===== src/rtl/pr_load_watch_pkg.sv =====
`timescale 1ns/1ps
package pr_load_watch_pkg;
  localparam int unsigned WORD_W = 32;
  localparam logic [WORD_W-1:0] SYNC_CODE   = 32'hAA995566;
  localparam logic [WORD_W-1:0] DESYNC_CODE = 32'h0000000D;

  typedef enum logic [2:0] {
    LW_IDLE   = 3'd0,
    LW_LOAD   = 3'd1,
    LW_GAP    = 3'd2,
    LW_CLOSED = 3'd3,
    LW_FAULT  = 3'd4
  } lw_state_e;
endpackage


===== src/rtl/lw_word_stage.sv =====
`timescale 1ns/1ps
module lw_word_stage #(
  parameter int unsigned W = 32
) (
  input  logic         clk,
  input  logic         rst,
  input  logic [W-1:0] up_word,
  input  logic         up_valid,
  output logic         up_ready,
  output logic [W-1:0] dn_word,
  output logic         dn_valid,
  input  logic         dn_ready
);
  logic [W-1:0] word_q;
  logic         full_q;

  assign up_ready = !full_q || dn_ready;
  assign dn_word  = word_q;
  assign dn_valid = full_q;

  always_ff @(posedge clk) begin
    if (rst) begin
      full_q <= 1'b0;
      word_q <= '0;
    end else if (up_valid && up_ready) begin
      full_q <= 1'b1;
      word_q <= up_word;
    end else if (dn_ready) begin
      full_q <= 1'b0;
    end
  end

  assert_hold_on_stall_R2: assert property (@(posedge clk) disable iff (rst)
    (dn_valid && !dn_ready) |=> (dn_valid && $stable(dn_word)));
endmodule


===== src/rtl/lw_word_classify.sv =====
`timescale 1ns/1ps
module lw_word_classify #(
  parameter int unsigned W = 32,
  parameter logic [W-1:0] OPEN_CODE  = '1,
  parameter logic [W-1:0] CLOSE_CODE = '0
) (
  input  logic [W-1:0] word,
  output logic         is_open,
  output logic         is_close
);
  assign is_open  = (word == OPEN_CODE);
  assign is_close = (word == CLOSE_CODE);
endmodule


===== src/rtl/lw_load_fsm.sv =====
`timescale 1ns/1ps
module lw_load_fsm
  import pr_load_watch_pkg::*;
(
  input  logic clk,
  input  logic rst,
  input  logic soft_clr,
  input  logic abort,
  input  logic paired_mode,
  input  logic take,
  input  logic is_open,
  input  logic is_close,
  output logic busy,
  output logic done,
  output logic isolate,
  output logic fault
);
  lw_state_e st_q, st_d;
  logic      pair_q, pair_d;
  logic      busy_q, done_q, iso_q, fault_q;

  always_comb begin
    st_d   = st_q;
    pair_d = pair_q;
    unique case (st_q)
      LW_IDLE, LW_CLOSED: begin
        if (take && is_open) begin
          st_d   = LW_LOAD;
          pair_d = paired_mode;
        end
      end
      LW_LOAD: begin
        if (abort || (take && is_open)) begin
          st_d = LW_FAULT;
        end else if (take && is_close) begin
          st_d   = pair_q ? LW_GAP : LW_CLOSED;
          pair_d = 1'b0;
        end
      end
      LW_GAP: begin
        if (abort) st_d = LW_FAULT;
        else if (take && is_open) st_d = LW_LOAD;
      end
      LW_FAULT: st_d = LW_FAULT;
      default:  st_d = LW_IDLE;
    endcase
    if (soft_clr) begin
      st_d   = LW_IDLE;
      pair_d = 1'b0;
    end
  end

  always_ff @(posedge clk) begin
    if (rst) begin
      st_q    <= LW_IDLE;
      pair_q  <= 1'b0;
      busy_q  <= 1'b0;
      done_q  <= 1'b1;
      iso_q   <= 1'b0;
      fault_q <= 1'b0;
    end else begin
      st_q    <= st_d;
      pair_q  <= pair_d;
      busy_q  <= (st_d == LW_LOAD) || (st_d == LW_GAP);
      done_q  <= (st_d == LW_IDLE) || (st_d == LW_CLOSED);
      iso_q   <= (st_d == LW_LOAD) || (st_d == LW_GAP) || (st_d == LW_FAULT);
      fault_q <= (st_d == LW_FAULT);
    end
  end

  assign busy    = busy_q;
  assign done    = done_q;
  assign isolate = iso_q;
  assign fault   = fault_q;

  assert_open_isolates_R4: assert property (@(posedge clk) disable iff (rst)
    ((st_q == LW_IDLE) && take && is_open && !soft_clr) |=> (isolate && busy && !done));
  assert_release_after_close_R5: assert property (@(posedge clk) disable iff (rst)
    ((st_q == LW_LOAD) && !pair_q && take && is_close && !is_open && !abort && !soft_clr)
      |=> (!isolate && done));
  assert_gap_keeps_low_R6: assert property (@(posedge clk) disable iff (rst)
    (st_q == LW_GAP) |-> (!done && isolate));
  assert_fault_sticky_R7: assert property (@(posedge clk) disable iff (rst)
    (fault && !soft_clr) |=> (fault && isolate && !done));
  assert_idle_abort_ignored_R8: assert property (@(posedge clk) disable iff (rst)
    ((st_q == LW_IDLE) && abort && !take && !soft_clr) |=> (!fault && done));
  assert_clear_R9: assert property (@(posedge clk) disable iff (rst)
    soft_clr |=> (done && !isolate && !fault && !busy));
  assert_status_onehot_R3: assert property (@(posedge clk) disable iff (rst)
    $onehot0({done, busy, fault}));
endmodule


===== src/rtl/pr_load_watch.sv =====
`timescale 1ns/1ps
module pr_load_watch
  import pr_load_watch_pkg::*;
#(
  parameter int unsigned W = WORD_W,
  parameter logic [W-1:0] SYNC_WORD   = SYNC_CODE,
  parameter logic [W-1:0] DESYNC_WORD = DESYNC_CODE
) (
  input  logic         clk,
  input  logic         rst,
  input  logic         soft_clr,
  input  logic         abort,
  input  logic         paired_mode,
  input  logic [W-1:0] in_word,
  input  logic         in_valid,
  output logic         in_ready,
  output logic [W-1:0] out_word,
  output logic         out_valid,
  input  logic         out_ready,
  output logic         busy,
  output logic         done,
  output logic         isolate,
  output logic         fault
);
  logic take, is_open, is_close;

  lw_word_stage #(.W(W)) stage_i (
    .clk(clk), .rst(rst),
    .up_word(in_word), .up_valid(in_valid), .up_ready(in_ready),
    .dn_word(out_word), .dn_valid(out_valid), .dn_ready(out_ready)
  );

  assign take = out_valid && out_ready;

  lw_word_classify #(.W(W), .OPEN_CODE(SYNC_WORD), .CLOSE_CODE(DESYNC_WORD)) cls_i (
    .word(out_word), .is_open(is_open), .is_close(is_close)
  );

  lw_load_fsm fsm_i (
    .clk(clk), .rst(rst), .soft_clr(soft_clr), .abort(abort),
    .paired_mode(paired_mode), .take(take), .is_open(is_open), .is_close(is_close),
    .busy(busy), .done(done), .isolate(isolate), .fault(fault)
  );

  assert_pass_through_R1: assert property (@(posedge clk) disable iff (rst)
    (in_valid && in_ready) |=> (out_valid && out_word == $past(in_word)));
  assert_held_close_no_release_R10: assert property (@(posedge clk) disable iff (rst)
    (isolate && out_valid && !out_ready && !soft_clr) |=> isolate);
endmodule


===== config.mk =====
export PLATFORM = sky130hd
export DESIGN_NAME = pr_load_watch
export DESIGN_NICKNAME = d
export VERILOG_FILES = /design/src/rtl/pr_load_watch_pkg.sv /design/src/rtl/lw_word_stage.sv /design/src/rtl/lw_word_classify.sv /design/src/rtl/lw_load_fsm.sv /design/src/rtl/pr_load_watch.sv
export SDC_FILE = /design/constraint.sdc
export NUM_CORES = 1
export LEC_CHECK = 0
export BUFFER_PORTS_ARGS = -buffer_cell sky130_fd_sc_hd__buf_2
export CAP_MARGIN = 20
export CORE_UTILIZATION = 48
export DETAILED_ROUTE_END_ITERATION = 8
export MAX_ROUTING_LAYER = met4
export PLACE_DENSITY = 0.8
export SETUP_SLACK_MARGIN = 0.4
export SLEW_MARGIN = 30
export SYNTH_ARGS = -nofsm -noshare
export SYNTH_HDL_FRONTEND = slang
export SYNTH_SLANG_ARGS = --single-unit

===== constraint.sdc =====
create_clock -name clk -period 2.1 [get_ports clk]
set_input_delay 0.21 -clock clk [delete_from_list [all_inputs] [get_ports clk]]
set_output_delay 0.21 -clock clk [all_outputs]
set_load 0.05 [all_outputs]

Yosys cells after proc, flatten, opt, wreduce, memory -nomap -nowiden
Index checks and enable logic that the tools add are counted.
{"block": "word_totals", "ff_bits": 41, "inputBits": 39, "out_inout_bits": 38, "elab_cells": 51}
{"block": "classes", "eq_ne": 13, "muxes": 13, "reduce_logical": 17}
{"cell": "$eq A32 B32 Y1 const B", "count": 1}
{"cell": "$eq A32 B4 Y1 const B", "count": 1}
{"cell": "$mux W3", "count": 5}
{"cell": "$eq A3 B2 Y1 const B", "count": 4}
{"cell": "$pmux W3 S4", "count": 1}
{"cell": "$eq A3 B1 Y1 const B", "count": 2}
{"cell": "$eq A3 B3 Y1 const B", "count": 2}
{"cell": "$logic_not A3 Y1", "count": 2}
{"cell": "$mux W1", "count": 6}
{"cell": "$logic_or A1 B1 Y1", "count": 5}
{"cell": "$logic_and A1 B1 Y1", "count": 4}
{"cell": "$ne A2 B1 Y1 const B", "count": 2}
{"cell": "$reduce_and A4 Y1", "count": 1}
{"cell": "$reduce_bool A2 Y1", "count": 2}
{"cell": "$reduce_or A2 Y1", "count": 2}
{"cell": "$ne A2 B2 Y1 const B", "count": 1}
{"cell": "$pmux W1 S2", "count": 1}
{"cell": "$logic_not A1 Y1", "count": 1}

Depth between registers and ports, before layout
Gate-level depths: netlist of run 1.
{"block": "logic_depth", "word_depth": 9, "ltp_mapped": 6, "ltp_nobuf": 6}

Cells and area by module
From an unflattened synthesis of run 1, not the netlist that was laid out.
{"block": "unflattened", "cells_unflattened": 213, "hier_area_um2": 1945.6}
{"module": "lw_word_stage", "n_inst": 1, "cells_each": 150, "area_each_um2": 1443.9, "seq_area_each_um2": 660.6}
{"module": "lw_load_fsm", "n_inst": 1, "cells_each": 42, "area_each_um2": 366.6, "seq_area_each_um2": 160.2}
{"module": "lw_word_classify", "n_inst": 1, "cells_each": 20, "area_each_um2": 128.9, "seq_area_each_um2": 0.0}
{"module": "pr_load_watch", "n_inst": 1, "cells_each": 1, "area_each_um2": 6.3, "seq_area_each_um2": 0.0}

Least setup slack after synthesis of run 1
Ideal clock, no wire load.
{"block": "synth_timing", "path_type": "register -> register", "from": "register stage_i.word_q[0], in the netlist stage_i.dn_word[0]", "to": "register fsm_i.pair_q", "setup_ns": 0.127, "arrival_time_ns": 2.081, "required_time_ns": 1.973, "path_slack_ns": -0.108, "stages_incl_launch_ff": 7, "path_buffers": 0, "synth_period_minus_slack_ns": 2.208, "cell_sequence": "dfxtp_1 nor4b_4 nand4_1 or4_1 a211oi_2 mux2i_1 nor3_2"}
{"block": "synth_between", "elab_chain_len": 5, "word_cells_on_any_way": 9, "classes_between": "eq/ne (5); reduce/logical (4)"}
{"item": "start, declared", "line_no": "lw_word_stage.sv:14", "rtl": "logic [W-1:0] word_q;"}
{"item": "start signal, assigned", "line_no": "lw_word_stage.sv:27", "rtl": "word_q <= up_word;"}
{"item": "$eq A32 B32 Y1", "line_no": "lw_word_classify.sv:11", "rtl": "assign is_open = (word == OPEN_CODE);"}
{"item": "$logic_and A1 B1 Y1", "line_no": "lw_load_fsm.sv:27, lw_load_fsm.sv:33"}
{"item": "$logic_or A1 B1 Y1", "line_no": "lw_load_fsm.sv:33", "rtl": "if (abort || (take && is_open)) begin"}
{"item": "$ne A2 B2 Y1 (no source line)"}
{"item": "$reduce_and A4 Y1 (no source line) *"}
{"item": "end signal, assigned", "line_no": "lw_load_fsm.sv:63", "rtl": "pair_q <= pair_d;"}
{"item": "end, declared", "line_no": "lw_load_fsm.sv:19", "rtl": "logic pair_q, pair_d;"}
Every way passes the cells marked *; elsewhere a longest branch is shown, timed or not.
A chain may end at the register's enable or synchronous reset.

Final worst setup path of run 1
{"block": "layout_timing", "from": "register stage_i.word_q[31], in the netlist stage_i.dn_word[31]", "to": "register fsm_i.iso_q, in the netlist fsm_i.isolate"}
{"block": "layout_between", "elab_chain_len": 9, "word_cells_on_any_way": 16, "classes_between": "eq/ne (5); mux (6); reduce/logical (5)"}
{"item": "$eq A32 B32 Y1 or $eq A32 B4 Y1 (tied branches)", "line_no": "lw_word_classify.sv:11, lw_word_classify.sv:12"}
{"item": "$logic_and A1 B1 Y1 (on tied branches)"}
{"item": "$mux W3 (tied with other cells)", "line_no": "lw_load_fsm.sv:27, lw_load_fsm.sv:42"}
{"item": "$mux W3 (on tied branches)", "line_no": "lw_load_fsm.sv:41, lw_load_fsm.sv:33"}
{"item": "$pmux W3 S4 *", "line_no": "lw_load_fsm.sv:25", "rtl": "unique case (st_q)"}
{"item": "$mux W3 *", "line_no": "lw_load_fsm.sv:47", "rtl": "if (soft_clr) begin"}
{"item": "$eq A3 B1 Y1 or $eq A3 B2 Y1 (tied branches)", "line_no": "lw_load_fsm.sv:66", "rtl": "iso_q <= (st_d == LW_LOAD) || (st_d == LW_GAP) || (st_d == LW_FAULT);"}
{"item": "$logic_or A1 B1 Y1", "line_no": "lw_load_fsm.sv:66"}
{"item": "$logic_or A1 B1 Y1 *", "line_no": "lw_load_fsm.sv:66"}
{"item": "end signal, assigned", "line_no": "lw_load_fsm.sv:66"}
{"item": "end, declared", "line_no": "lw_load_fsm.sv:20", "rtl": "logic busy_q, done_q, iso_q, fault_q;"}
Marks and branches as above.

==> out/metrics.yaml, run 1 <==
track_usage_pct: 25.88
place_hpwl_mm: 3.640
die_w_um: 64.74
antenna_cells: 0
critPathRequiredTime_ns: 2.34
p_per_area_nw_per_um2: 673.3
drtIter0Drc: 154
crit_fanout: 4
rsz0062_at_grt: "yes"
worstSetupEndpointType: "register"
slew_headroom_pct: 61.07
fillers: 316
wire_per_inst_um: 14.37
grt_pass1_wl_mm: 8.093
antenna_found_initial: 0
clkLatencyLatePin_ns: 0.30
setup_viol: 0
clk_pin_slew_ns: 0.08
ys_types: 42
cpPeakStageDelay_ns: 0.38
start_kind: "register"
cts_buffer_depth: 2
post-route-min-period_ns: 2.050
critPathArrivalTime_ns: 2.29
cp_top_family: "simple AND/OR/NAND/NOR gates"
synthTopCellsByCount: "nand2_1 (68), dfxtp_1 (41), a21oi_1 (37)"
postRouteAntennaNets: 0
numCtsBuffers: 5
fin_total_pwr_uw: 1748
synth_fp_nets: 269
crit_type: "reg2reg"
yosysMostFrequentCell: "nand2_1"
htreeDepth: 2
drcViolationCount: 0
netlist.area_leader.share_pct: 43.44
hold_class: "in2reg"
synth-seq-cells: 41
portBuffers: 76
holdBufCountCts: 0
postSynthCellCount: 230
yosysWarnings: 0
die_h_um: 64.74
rrSetupSlack_ns: 0.05
syn_to_final_growth_pct: 37.42
ir_worst_vdd_v: 0.0004052
wirelength_mm: 5.146
avgSynthCellArea_um2: 8.214
async_flop_share_pct: 0
dpl.cell_count: 345
cts_tree: "yes"
fin_hold_ws_ns: 0.1364
drv_slew: 0
synth.yosys.seq_area_share_pct: 43.44
grt_pass1_vias: 1773
grt_max_degree: 33
crit_chain: "nor4_4, nand4_1, nor4_1, o22ai_1, a2111oi_4, a211o_1"
timing.final.crit_share_pct: 97.61
fmax_mhz: 487.8
cts-root-buf: "clkbuf_8"
synthTopCellsByArea: "dfxtp_1 (43%), nand2_1 (14%), a21oi_1 (9.8%)"
core-area_um2: 3716
drive_gt1_share_pct: 45.16
p_leak_uw: 0.001125
synth-edff-count: 0
row_count: 22
nets: 348
path_buf_inv: 0
hold_viol: 0
vias_per_cell: 5.483
place_congestion: 0.9482
drtPass1Iterations: 4
worstHoldStart: "in_word[8]"
io_pins: 77
max_cap_viol_count: 0
fin_skew_ns: 0.005700
vias: 1963
numClockSinks: 41
crit_slowest_cell: "nor4_1"
start_util_pct: 50.84
dieArea_um2: 4191
grt-ovfl-total: 0
worstSetupStartpoint: "stage_i.dn_word[31]"
fin_cells: 358
status: "completed"
timing.rr.start: "stage_i.dn_word[31]"
syn-cell-area_um2: 1889
yosys.area.top_type: "dfxtp_1"
worstMarginPinSlew_ns: 0.5840
ys.flop_type: "dfxtp_1"
-- what timing repair did --
item                                    in CTS  in global routing
endpoints found under the setup margin       7                  7
pin swaps                                   11                  5
endpoints found under the hold margin        0                  0
resized for setup                            5                  4
buffers inserted                             5                  0
-- area by class of cell --
cell class	instances	area [um^2]	area share (%)
inverters	3	11.26	0.4337
repair buffers	83	436.7	16.82
well taps	48	60.06	2.313
flip-flops and latches	41	899.6	34.65
multi-input cells	175	1099	42.31
clock buffers	8	90.09	3.470
-- logic make-up (layout without fill, tap and decap cells) --
logic type	Yosys count	in the layout	synth area share, %
xor+xnor	1	1	0.4637
mux	1	1	0.5298
compound gates	51	51	17.62
simple gates	122	122	35.17
buf+inv	14	94	2.781
flops	41	41	43.44
-- sequential cells by signal, indices dropped and copies added, names as in the netlist --
name and count:
stage_i.dn_valid 1, stage_i.dn_word 32, fsm_i.busy 1, fsm_i.isolate 1, fsm_i.done 1, fsm_i.st_q 3
fsm_i.pair_q 1, fsm_i.fault 1
-- power by group --
part           total, uW  internal [uW]  switching (uW)
Combinational        363            111             252
Clock                530            268             262
Sequential           855            810            45.3
Total               1750           1190             559
-- placed cells by master, fill, tap and decap left out, types with 3 or more instances in the layout --
cell / Yosys / routed
dfxtp_2: 0 / 12
nor2_1: 9 / 8
buf_4: 0 / 6
nor4_4: 2 / 5
and2_1: 5 / 3
nand2_1: 68 / 68
nand4_1: 8 / 8
inv_1: 3 / 3
a21oi_1: 37 / 36
dfxtp_4: 0 / 17
buf_2: 0 / 76
clkbuf_8: 0 / 6
dfxtp_1: 41 / 12
nand3_1: 5 / 4
-- stage by stage --
| stage | utilization (%) | setup WS (ns) | setup TNS [ns] | area (um^2) |
|---|---|---|---|---|
| 3_3_place_gp | 65.15 | 0.1578 | 0 | 2421 |
| 6_report | 69.87 | 0.05009 | 0 | 2596 |
| 3_5_place_dp | 65.19 | 0.1025 | 0 | 2422 |
| 2_1_floorplan | - | 0.1768 | 0 | 2007 |
| 5_1_grt | 69.87 | -0.05812 | -0.1193 | 2596 |
| 4_1_cts | 69.29 | 0.1552 | 0 | 2575 |
-- metal layers --
metal	track usage [%]	routed length [um]
met3	4.225	271
met5	-	0
met4	9.722	87
met1	31.63	2234
met2	42.58	2553
-- tightest hold or removal path: stages --
cell and delay, ns:
buf_2 0.09, nand2_1 0.04, a21oi_1 0.05
-- worst paths after layout --
path / endpoint / cells past startpoint
max reg2reg: fsm_i.isolate / 6
max: fsm_i.isolate / 6
min reg2reg: stage_i.dn_word[30] / 2
min: stage_i.dn_word[8] / 3
No activity file was read; power rests on OpenSTA's default activity.
==> run 2, diff against run 1 <==
--- a/config.mk
+++ b/config.mk
@@ -7,10 +7,10 @@
 export LEC_CHECK = 0
 export BUFFER_PORTS_ARGS = -buffer_cell sky130_fd_sc_hd__buf_2
 export CAP_MARGIN = 20
-export CORE_UTILIZATION = 48
+export CORE_UTILIZATION = 51
 export DETAILED_ROUTE_END_ITERATION = 8
 export MAX_ROUTING_LAYER = met4
-export PLACE_DENSITY = 0.8
+export PLACE_DENSITY = 0.84
 export SETUP_SLACK_MARGIN = 0.4
 export SLEW_MARGIN = 30
 export SYNTH_ARGS = -nofsm -noshare
==> constraint.sdc (replaced) <==
create_clock -name clk -period 2.56 [get_ports clk]
set_input_delay 0.256 -clock clk [delete_from_list [all_inputs] [get_ports clk]]
set_output_delay 0.256 -clock clk [all_outputs]
set_load 0.05 [all_outputs]
==> out/metrics.yaml, run 2 (synthesized netlist as in run 1, its figures left out) <==
status: "completed"
p_leak_uw: 0.001069
pwr-share-clk_pct: 29.5
power_frac_seq_pct: 50.2
fmax_mhz: 487.9
hold_class: "in2reg"
slew_headroom_pct: 67.85
numClockSinks: 41
grt_pass1_wl_mm: 7.679
start_kind: "register"
worstHoldStart: "in_word[0]"
die_h_um: 62.87
power.share.switching_pct: 31.03
io_pins: 77
clkLatencyLatePin_ns: 0.29
worstMarginPinSlew_ns: 0.4823
start_util_pct: 54.89
drtPass1Iterations: 4
dieArea_um2: 3952
postRouteAntennaNets: 0
nets: 346
timing.final.crit_share_pct: 80.06
wire_per_inst_um: 13.35
timing.rr.start: "stage_i.dn_word[31]"
grt-ovfl-total: 0
utilization_pct: 70.77
crit_chain: "nor4_4, nand4_1, or4_1, a211oi_2, mux2i_1, nor3_2"
hold_viol: 0
final_cell_mix: "buf_2 (76), nand2_1 (68), a21oi_1 (37), dfxtp_1 (36), nor2_1 (9)"
worstSetupStartpoint: "stage_i.dn_word[31]"
cts_buffer_depth: 2
clk_pin_slew_ns: 0.07
place_hpwl_mm: 3.552
die_w_um: 62.87
vias: 1937
rsz0062_at_grt: "yes"
max_cap_viol_count: 0
worstHoldEndpoint: "stage_i.dn_word[0]"
setup_viol: 0
p_int_uw: 969.4
syn_to_final_growth_pct: 28.94
path_buf_inv: 0
row_count: 21
fin_cells: 353
htreeDepth: 2
post-route-min-period_ns: 2.049
numCtsBuffers: 5
grt_pass1_vias: 1732
place_congestion: 0.8814
dpl.cell_count: 345
fin_hold_ws_ns: 0.1990
portBuffers: 76
drv_slew: 0
antenna_cells: 0
cpPeakStageDelay_ns: 0.52
core-area_um2: 3442
largest_reg_flops: 32
crit_slowest_cell: "or4_1"
cts-root-buf: "clkbuf_8"
holdBufCountCts: 0
vias_per_cell: 5.487
min_path_cells: 3
grt_max_degree: 33
crit_fanout: 4
antenna_found_initial: 0
p_per_area_nw_per_um2: 576.9
fin_skew_ns: 0.006385
track_usage_pct: 25.12
r2r_cells: 6
finalSetupTns_ns: 0
ir_worst_vdd_v: 0.0004485
cts_tree: "yes"
critPathRequiredTime_ns: 2.73
cp_top_family: "simple AND/OR/NAND/NOR gates"
power.switching_uw: 436.0
rrSetupSlack_ns: 0.51
drtIter0Drc: 96
worstSetupEndpointType: "register"
drive_gt1_share_pct: 34.85
drcViolationCount: 0
r2r_end: "fsm_i.pair_q"
crit_type: "reg2reg"
final_common_cell: "buf_2"
wirelength_mm: 4.711
p_comb_share_pct: 20.3
critPathArrivalTime_ns: 2.22
run 2: cell count changes in the layout (fill, tap and decap cells not counted), moves of 2 or more:
cell,previous run,this run
dfxtp_4,17,0
dfxtp_1,12,36
dfxtp_2,12,5
and2_1,3,5
nor4_2,0,2
nor4_4,5,3
run 2: layout make-up:
| type | instances | area, um^2 |
|---|---|---|
| Sequential cell | 41 | 827.0 |
| Inverter | 3 | 11.26 |
| Fill cell | 304 | 1006 |
| Tap cell | 46 | 57.56 |
| Multi-Input combinational cell | 175 | 1036 |
| Clock buffer | 7 | 86.33 |
| Timing Repair Buffer | 81 | 417.9 |
run 2: repair_timing:
item                       CTS  global route
gates resized for setup      0             4
setup buffers                0             1
setup endpoints to repair    0             3
run 2: per-layer routing:
layer,vias up,part of all wire [%],GRT usage (%)
met3,5,7.6,5.474
met5,-,0,-
li1,963,-,-
met2,88,50,42.74
met1,881,42,29.75
met4,0,0.83,6.395
run 2: worst reg2reg max path, cell delays in order (launching register included):
cell	delay (ns)
dfxtp_2	0.35
nor4_4	0.32
nand4_1	0.21
or4_1	0.52
a211oi_2	0.25
mux2i_1	0.23
nor3_2	0.05
run 2: how the worst max path moves through the flow:
stage | cells after the start | slack, ns | to
finish | 6 | 0.51 | fsm_i.pair_q
global route | 6 | 0.34 | fsm_i.isolate
CTS | 6 | 0.46 | fsm_i.isolate
detailed placement | 6 | 0.47 | fsm_i.isolate
global placement | 6 | 0.48 | fsm_i.isolate
floorplan | 6 | 0.40 | fsm_i.isolate
run 2: through the flow:
| step | worst slack [ns] | power (uW) | cell area, um^2 |
|---|---|---|---|
| after floorplan | 0.4015 | 914.5 | 1894 |
| after global placement | 0.4845 | 1000 | 2321 |
| after detailed placement | 0.4668 | 1004 | 2321 |
| after CTS | 0.4552 | 1412 | 2407 |
| after global routing | 0.3390 | 1469 | 2436 |
| final | 0.5106 | 1405 | 2436 |
run 2: power by group through the flow:
stage	Clock [uW]	Sequential, uW	Combinational (uW)
5_1_grt	453	710	305
6_report	415	705	285
3_5_place_dp	0	720	284
2_1_floorplan	0	819	95.2
3_3_place_gp	0	718	283
4_1_cts	422	705	284
